===== config.mk =====
export PLATFORM = sky130hd
export DESIGN_NAME = nested_irq_ctrl
export DESIGN_NICKNAME = d
export VERILOG_FILES = /design/src/rtl/irqc_pkg.sv /design/src/rtl/irqc_cfg_regs.sv /design/src/rtl/irqc_sampler.sv /design/src/rtl/irqc_arbiter.sv /design/src/rtl/irqc_level_track.sv /design/src/rtl/nested_irq_ctrl.sv
export SDC_FILE = /design/constraint.sdc
export NUM_CORES = 1
export LEC_CHECK = 0
export ABC_AREA = 0
export BUFFER_PORTS_ARGS = -buffer_cell sky130_fd_sc_hd__buf_2
export CAP_MARGIN = 20
export CORE_MARGIN = 8
export CORE_UTILIZATION = 40
export CTS_CLUSTER_DIAMETER = 120
export DETAILED_ROUTE_END_ITERATION = 10
export GPL_ROUTABILITY_DRIVEN = 1
export PLACE_DENSITY = 0.74
export SLEW_MARGIN = 10
export SYNTH_ARGS = -nofsm -noshare
export SYNTH_HDL_FRONTEND = slang
export SYNTH_SLANG_ARGS = --single-unit
export TNS_END_PERCENT = 1

===== constraint.sdc =====
create_clock -name clk -period 3.55 [get_ports clk]
set_clock_uncertainty 0.05 [all_clocks]
set_input_delay 0.71 -clock clk [delete_from_list [all_inputs] [get_ports clk]]
set_output_delay 0.71 -clock clk [all_outputs]
set_load 0.02 [all_outputs]

===== src/rtl/irqc_pkg.sv =====
package irqc_pkg;

  // Entry address of the handler for source idx.
  function automatic logic [31:0] vec_addr(logic [31:0] base,
                                           logic [31:0] stride,
                                           logic [31:0] idx);
    return base + stride * idx;
  endfunction

  // Mask that keeps the low nsrc bits and, if gie >= 0, bit gie as well.
  function automatic logic [31:0] keep_mask(int nsrc, int gie);
    logic [31:0] m;
    m = '0;
    for (int i = 0; i < nsrc; i++) m[i] = 1'b1;
    if (gie >= 0) m[gie] = 1'b1;
    return m;
  endfunction

endpackage


===== src/rtl/irqc_cfg_regs.sv =====
module irqc_cfg_regs #(
  parameter int NSRC    = 5,
  parameter int REG_W   = 8,
  parameter int GIE_BIT = 7
) (
  input  logic             clk,
  input  logic             rst_n,
  input  logic             we,
  input  logic             sel,
  input  logic [REG_W-1:0] wdata,
  output logic [REG_W-1:0] en_q,
  output logic [REG_W-1:0] pri_q
);
  localparam logic [REG_W-1:0] EN_KEEP  = REG_W'(irqc_pkg::keep_mask(NSRC, GIE_BIT));
  localparam logic [REG_W-1:0] PRI_KEEP = REG_W'(irqc_pkg::keep_mask(NSRC, -1));

  logic wr_en_reg;
  logic wr_pri_reg;
  assign wr_en_reg  = we && !sel;
  assign wr_pri_reg = we && sel;

  always_ff @(posedge clk or negedge rst_n) begin
    if (!rst_n) begin
      en_q  <= '0;
      pri_q <= '0;
    end else begin
      if (wr_en_reg)  en_q  <= wdata & EN_KEEP;
      if (wr_pri_reg) pri_q <= wdata & PRI_KEEP;
    end
  end

  AST_EN_RESERVED_ZERO: assert property (@(posedge clk) disable iff (!rst_n)
    (en_q & ~EN_KEEP) == '0);
  AST_PRI_RESERVED_ZERO: assert property (@(posedge clk) disable iff (!rst_n)
    (pri_q & ~PRI_KEEP) == '0);
  AST_EN_ONLY_ON_WRITE: assert property (@(posedge clk) disable iff (!rst_n)
    !wr_en_reg |=> $stable(en_q));
endmodule


===== src/rtl/irqc_sampler.sv =====
module irqc_sampler #(
  parameter int NSRC = 5
) (
  input  logic            clk,
  input  logic            rst_n,
  input  logic            strobe,
  input  logic [NSRC-1:0] req_raw,
  output logic [NSRC-1:0] smp_q
);
  always_ff @(posedge clk or negedge rst_n) begin
    if (!rst_n)      smp_q <= '0;
    else if (strobe) smp_q <= req_raw;
  end

  AST_SAMPLE_ONLY_ON_STROBE: assert property (@(posedge clk) disable iff (!rst_n)
    !strobe |=> $stable(smp_q));
endmodule


===== src/rtl/irqc_arbiter.sv =====
module irqc_arbiter #(
  parameter int NSRC  = 5,
  parameter int IDX_W = $clog2(NSRC)
) (
  input  logic [NSRC-1:0]  cand_hi,
  input  logic [NSRC-1:0]  cand_lo,
  input  logic             active_hi,
  input  logic             active_lo,
  output logic             grant,
  output logic             grant_hi,
  output logic [IDX_W-1:0] grant_idx
);
  logic             hi_open;
  logic             lo_open;
  logic             hi_any;
  logic             lo_any;
  logic [IDX_W-1:0] first_hi;
  logic [IDX_W-1:0] first_lo;

  assign hi_open = !active_hi;
  assign lo_open = !active_hi && !active_lo;
  assign hi_any  = |cand_hi;
  assign lo_any  = |cand_lo;

  // Fixed poll order: lowest index first, found by scanning downward.
  always_comb begin
    first_hi = '0;
    first_lo = '0;
    for (int i = NSRC - 1; i >= 0; i--) begin
      if (cand_hi[i]) first_hi = IDX_W'(i);
      if (cand_lo[i]) first_lo = IDX_W'(i);
    end
  end

  always_comb begin
    grant     = 1'b0;
    grant_hi  = 1'b0;
    grant_idx = '0;
    if (hi_open && hi_any) begin
      grant     = 1'b1;
      grant_hi  = 1'b1;
      grant_idx = first_hi;
    end else if (lo_open && lo_any) begin
      grant     = 1'b1;
      grant_idx = first_lo;
    end
  end
endmodule


===== src/rtl/irqc_level_track.sv =====
module irqc_level_track (
  input  logic clk,
  input  logic rst_n,
  input  logic ack,
  input  logic ack_hi,
  input  logic reti,
  output logic busy_hi_q,
  output logic busy_lo_q
);
  always_ff @(posedge clk or negedge rst_n) begin
    if (!rst_n) begin
      busy_hi_q <= 1'b0;
      busy_lo_q <= 1'b0;
    end else begin
      if (reti) begin
        if (busy_hi_q)      busy_hi_q <= 1'b0;
        else if (busy_lo_q) busy_lo_q <= 1'b0;
      end
      if (ack) begin
        if (ack_hi) busy_hi_q <= 1'b1;
        else        busy_lo_q <= 1'b1;
      end
    end
  end

  AST_ACK_SETS_HI: assert property (@(posedge clk) disable iff (!rst_n)
    ack && ack_hi |=> busy_hi_q);
  AST_ACK_SETS_LO: assert property (@(posedge clk) disable iff (!rst_n)
    ack && !ack_hi |=> busy_lo_q);
  AST_RETI_IDLE: assert property (@(posedge clk) disable iff (!rst_n)
    reti && !ack && !busy_hi_q && !busy_lo_q |=> !busy_hi_q && !busy_lo_q);
  AST_RETI_HI_FIRST: assert property (@(posedge clk) disable iff (!rst_n)
    reti && !ack && busy_hi_q |=> !busy_hi_q && (busy_lo_q == $past(busy_lo_q)));
  AST_ONLY_RETI_CLEARS: assert property (@(posedge clk) disable iff (!rst_n)
    !reti && busy_lo_q |=> busy_lo_q);
endmodule


===== src/rtl/nested_irq_ctrl.sv =====
module nested_irq_ctrl #(
  parameter int NSRC       = 5,
  parameter int REG_W      = 8,
  parameter int GIE_BIT    = 7,
  parameter int VEC_W      = 16,
  parameter int VEC_BASE   = 3,
  parameter int VEC_STRIDE = 8
) (
  input  logic             clk,
  input  logic             rst_n,
  input  logic             mc_strobe,
  input  logic [NSRC-1:0]  req_in,
  input  logic             hold_off,
  input  logic             reti_pulse,
  input  logic             cfg_we,
  input  logic             cfg_sel,
  input  logic [REG_W-1:0] cfg_wdata,
  output logic [REG_W-1:0] en_rd,
  output logic [REG_W-1:0] pri_rd,
  output logic             call_req,
  output logic [VEC_W-1:0] call_vec,
  output logic             busy_hi,
  output logic             busy_lo
);
  localparam int IDX_W = $clog2(NSRC);

  logic [REG_W-1:0] en_q;
  logic [REG_W-1:0] pri_q;
  logic [NSRC-1:0]  smp_q;
  logic [NSRC-1:0]  live;
  logic [NSRC-1:0]  cand_hi;
  logic [NSRC-1:0]  cand_lo;
  logic             grant;
  logic             grant_hi;
  logic [IDX_W-1:0] grant_idx;
  logic             ack_fire;
  logic [VEC_W-1:0] vec_next;
  logic             call_hi_q;

  irqc_cfg_regs #(.NSRC(NSRC), .REG_W(REG_W), .GIE_BIT(GIE_BIT)) u_cfg (
    .clk(clk), .rst_n(rst_n), .we(cfg_we), .sel(cfg_sel), .wdata(cfg_wdata),
    .en_q(en_q), .pri_q(pri_q)
  );

  irqc_sampler #(.NSRC(NSRC)) u_smp (
    .clk(clk), .rst_n(rst_n), .strobe(mc_strobe), .req_raw(req_in), .smp_q(smp_q)
  );

  assign live    = smp_q & en_q[NSRC-1:0] & {NSRC{en_q[GIE_BIT]}};
  assign cand_hi = live & pri_q[NSRC-1:0];
  assign cand_lo = live & ~pri_q[NSRC-1:0];

  irqc_arbiter #(.NSRC(NSRC), .IDX_W(IDX_W)) u_arb (
    .cand_hi(cand_hi), .cand_lo(cand_lo),
    .active_hi(busy_hi), .active_lo(busy_lo),
    .grant(grant), .grant_hi(grant_hi), .grant_idx(grant_idx)
  );

  assign ack_fire = mc_strobe && !hold_off && grant;
  assign vec_next = VEC_W'(irqc_pkg::vec_addr(32'(VEC_BASE), 32'(VEC_STRIDE), 32'(grant_idx)));

  irqc_level_track u_lvl (
    .clk(clk), .rst_n(rst_n), .ack(ack_fire), .ack_hi(grant_hi), .reti(reti_pulse),
    .busy_hi_q(busy_hi), .busy_lo_q(busy_lo)
  );

  always_ff @(posedge clk or negedge rst_n) begin
    if (!rst_n) begin
      call_req  <= 1'b0;
      call_vec  <= '0;
      call_hi_q <= 1'b0;
    end else begin
      call_req  <= ack_fire;
      call_vec  <= ack_fire ? vec_next : '0;
      call_hi_q <= ack_fire && grant_hi;
    end
  end

  assign en_rd  = en_q;
  assign pri_rd = pri_q;

  AST_GLOBAL_GATE: assert property (@(posedge clk) disable iff (!rst_n)
    call_req |-> $past(en_q[GIE_BIT]));
  AST_CALL_ON_STROBE: assert property (@(posedge clk) disable iff (!rst_n)
    call_req |-> $past(mc_strobe));
  AST_HOLD_BLOCKS: assert property (@(posedge clk) disable iff (!rst_n)
    call_req |-> !$past(hold_off));
  AST_HI_NO_PREEMPT: assert property (@(posedge clk) disable iff (!rst_n)
    $past(busy_hi) |-> !call_req);
  AST_LO_NEST_HI_ONLY: assert property (@(posedge clk) disable iff (!rst_n)
    call_req && $past(busy_lo) |-> call_hi_q);
  AST_VEC_ALIGNED: assert property (@(posedge clk) disable iff (!rst_n)
    call_req |-> call_vec[2:0] == 3'd3);
endmodule


==> out/summary.txt <==
status -> complete, no violations
Util after Layout -> 0.461
share of power burned in registers -> 0.507
top cells by count, synth -> dfrtp_1 (22), buf_4 (19), mux2_2 (16)
PnR worst setup slack -> 1.62 ns
CTS Root Cell -> clkbuf_4
Final Hold Fails -> 0
Synth area leader -> dfrtp_1
slack of the worst reg-to-reg path -> 1.99 ns
Post-synth ARST share -> 1.00
antenna-violating nets left -> 0
Mapped Avg Cell Area -> 11.4 um2
row cnt -> 20
gr usage total -> 0.106
Area Overhead vs Synth -> 12.9%
Die ar. -> 0.00506 mm2
vias in the first global route -> 972
total gr overflow -> 0
Slew Viols, Final -> 0
Synth Instances -> 107
# DRC -> 0
first-pass GRT wire length -> 4410 um
WL final -> 2660 um
# diodes -> 0
layout cells sized above 1 -> 0.454
clock share of power -> 0.213
critical path arrival -> 1.17 ns
pin count of the biggest net entering global routing -> 23
DR vias -> 899
Net Sw Frac -> 0.352
I/O pin total -> 55
peak supply drop -> 189 uV
Clock Latency Late Sink -> 0.31 ns
met3 usage -> 0.0367
starting density of the core -> 0.408
RSZ-0062 raised after global routing -> no
EDFF count, synth -> 0
Hold-fix buffers, CTS -> 0
Final period util -> 0.542
fin area -> 0.00137 mm2
via density per instance -> 5.17
total internal power -> 0.000415 W
initial antenna violation count -> 0
Synth top area share -> 0.453
Post-CTS Resized -> 0
Primary FF master, synth -> dfrtp_1
1st-pass router iterations -> 4
TritonCTS clock tree -> done
Gate power share -> 0.280
Core ar. -> 0.00298 mm2
DP Worst Slack -> 1.76 ns
Final Setup Violations -> 0
Area contributors post-synth -> dfrtp_1 (45%), mux2_2 (15%), buf_4 (12%)
crit start category -> register
clock sinks -> 22
postcts setup bufs -> 0
WP buf/inv -> 1
f_max -> 519 MHz
Horiz. Die Dim -> 71.1 um
Crit Path Category -> register to output pin
worst hold path class -> input pin to async pin
worst-path cell with the longest stage delay -> dfrtp_1
Cell Pwr Density -> 466 mW/mm2
placed wire-length estimate -> 2230 um
met2 usage -> 0.176
crit-path cells -> buf_2
fin crit period -> 1.93 ns
setup TNS -> 0 ns
# nets final -> 162
sequential share of the synthesized area -> 0.453
CP max stage delay -> 0.61 ns
Yosys warning count -> 0
flops & latches, synth -> 22
GR peak layer -> met2
Max Fanout on Critical Path -> 13
sw power -> 0.000225 W
WL/cell -> 15.3 um
RD Place Congestion -> 0.890
register clock-pin slew on the reported worst setup and hold paths -> 0.12 ns
Longest Clk Path Bufs -> 2
Die Y -> 71.1 um
H-Tree Depth -> 1
minimum hold slack -> 0.285 ns
most common cell in the netlist -> dfrtp_1
Inserted Clock Buffers -> 3
Leak Pwr -> 0.691 nW
Port Buf Inserts -> 36
Area after DPL -> 0.00134 mm2
MaxCap Viol Count -> 0
Iter 0 DRT Violations -> 23
post-synthesis cell type count -> 33
CP endpoint kind -> output pin
critical path's top delay family -> flip-flops
Cell Area, Synth -> 0.00122 mm2
GRT met1 Usage -> 0.125
CP required -> 2.79 ns
## cell type report
cell class                      instances  area (um2)
Multi-Input combinational cell         76         553
Fill cell                             305        1610
Sequential cell                        22         551
Tap cell                               33        41.3
Timing Repair Buffer                   36         180
Clock buffer                            4        36.3
Inverter                                3        11.3
## cell usage in the layout (no fill, tap or decap)
| master | count |
|---|---|
| clkbuf_8 | 1 |
| o221ai_1 | 1 |
| nand3_2 | 1 |
| conb_1 | 16 |
| a211o_1 | 1 |
| nand3_1 | 6 |
| buf_2 | 36 |
| and4_2 | 1 |
| nand4_2 | 3 |
| nand4_1 | 3 |
| o21ai_1 | 2 |
| and4b_1 | 1 |
| a22oi_1 | 1 |
| clkbuf_4 | 3 |
| nor3_1 | 1 |
| o21ai_0 | 2 |
| dfrtp_1 | 22 |
| mux2i_1 | 1 |
| inv_1 | 3 |
| nand2_1 | 3 |
| nor3b_2 | 1 |
| nor3_2 | 1 |
| o22a_1 | 2 |
| o22ai_1 | 1 |
| o41ai_2 | 1 |
| nor2_1 | 4 |
| a32oi_1 | 1 |
| a2bb2oi_1 | 1 |
| nor2b_1 | 1 |
| mux2_2 | 16 |
| a21o_1 | 1 |
| nand2b_1 | 1 |
| a21oi_1 | 2 |
## metrics by stage
step / total power [W] / instances
CTS: 0.000648 / 174
finish: 0.000640 / 174
global placement: 0.000503 / 170
detailed placement: 0.000511 / 170
global route: 0.000681 / 174
floorplan: 0.000465 / 122
## cell families after synthesis
logic type,Yosys count,share of synthesized area
compound gates,16,0.0988
buf+inv,24,0.139
flops,22,0.453
mux,17,0.156
other cells,1,0.00308
simple gates,27,0.150
## worst reg2reg max path, delay by kind of cell (launching register included)
kind,cells,cell delay [ns]
compound gates,2,0.42
flops,1,0.54
simple gates,2,0.42
## flip-flops by register name, indices dropped and copies added (netlist names)
register         cells
u_cfg.pri_q          5
call_vec             4
u_smp.smp_q          5
u_lvl.busy_lo_q      1
u_lvl.busy_hi_q      1
u_cfg.en_q           6
## layer usage
metal  wire (um)  up-vias
li1            -      424
met5           0        -
met4          30        0
met2        1270       44
met3         225        4
met1        1140      427
## worst paths after layout
kind / to / cells past startpoint / from
setup / recovery: en_rd[7] / 1 / u_cfg.en_q[7]$_DFFE_PN0P_
hold / removal: u_cfg.en_q[1]$_DFFE_PN0P_ / 1 / rst_n
setup reg to reg: u_lvl.busy_hi_q$_DFF_PN0_ / 4 / u_cfg.en_q[7]$_DFFE_PN0P_
hold reg to reg: u_smp.smp_q[4]$_DFFE_PN0P_ / 1 / u_smp.smp_q[4]$_DFFE_PN0P_
max in group asynchronous: call_vec[1]$_DFF_PN0_ / 1 / rst_n
min in group clk: u_smp.smp_q[4]$_DFFE_PN0P_ / 1 / u_smp.smp_q[4]$_DFFE_PN0P_
## power by group through the flow
| stage | clock network, W | logic [W] | registers, W |
|---|---|---|---|
| after global placement | 0 | 0.000177 | 0.000326 |
| after floorplan | 0 | 0.000115 | 0.000350 |
| after detailed placement | 0 | 0.000181 | 0.000330 |
| after CTS | 0.000142 | 0.000182 | 0.000325 |
| after global routing | 0.000155 | 0.000195 | 0.000331 |
| final | 0.000136 | 0.000179 | 0.000324 |
(Power assumes the default switching activity.)
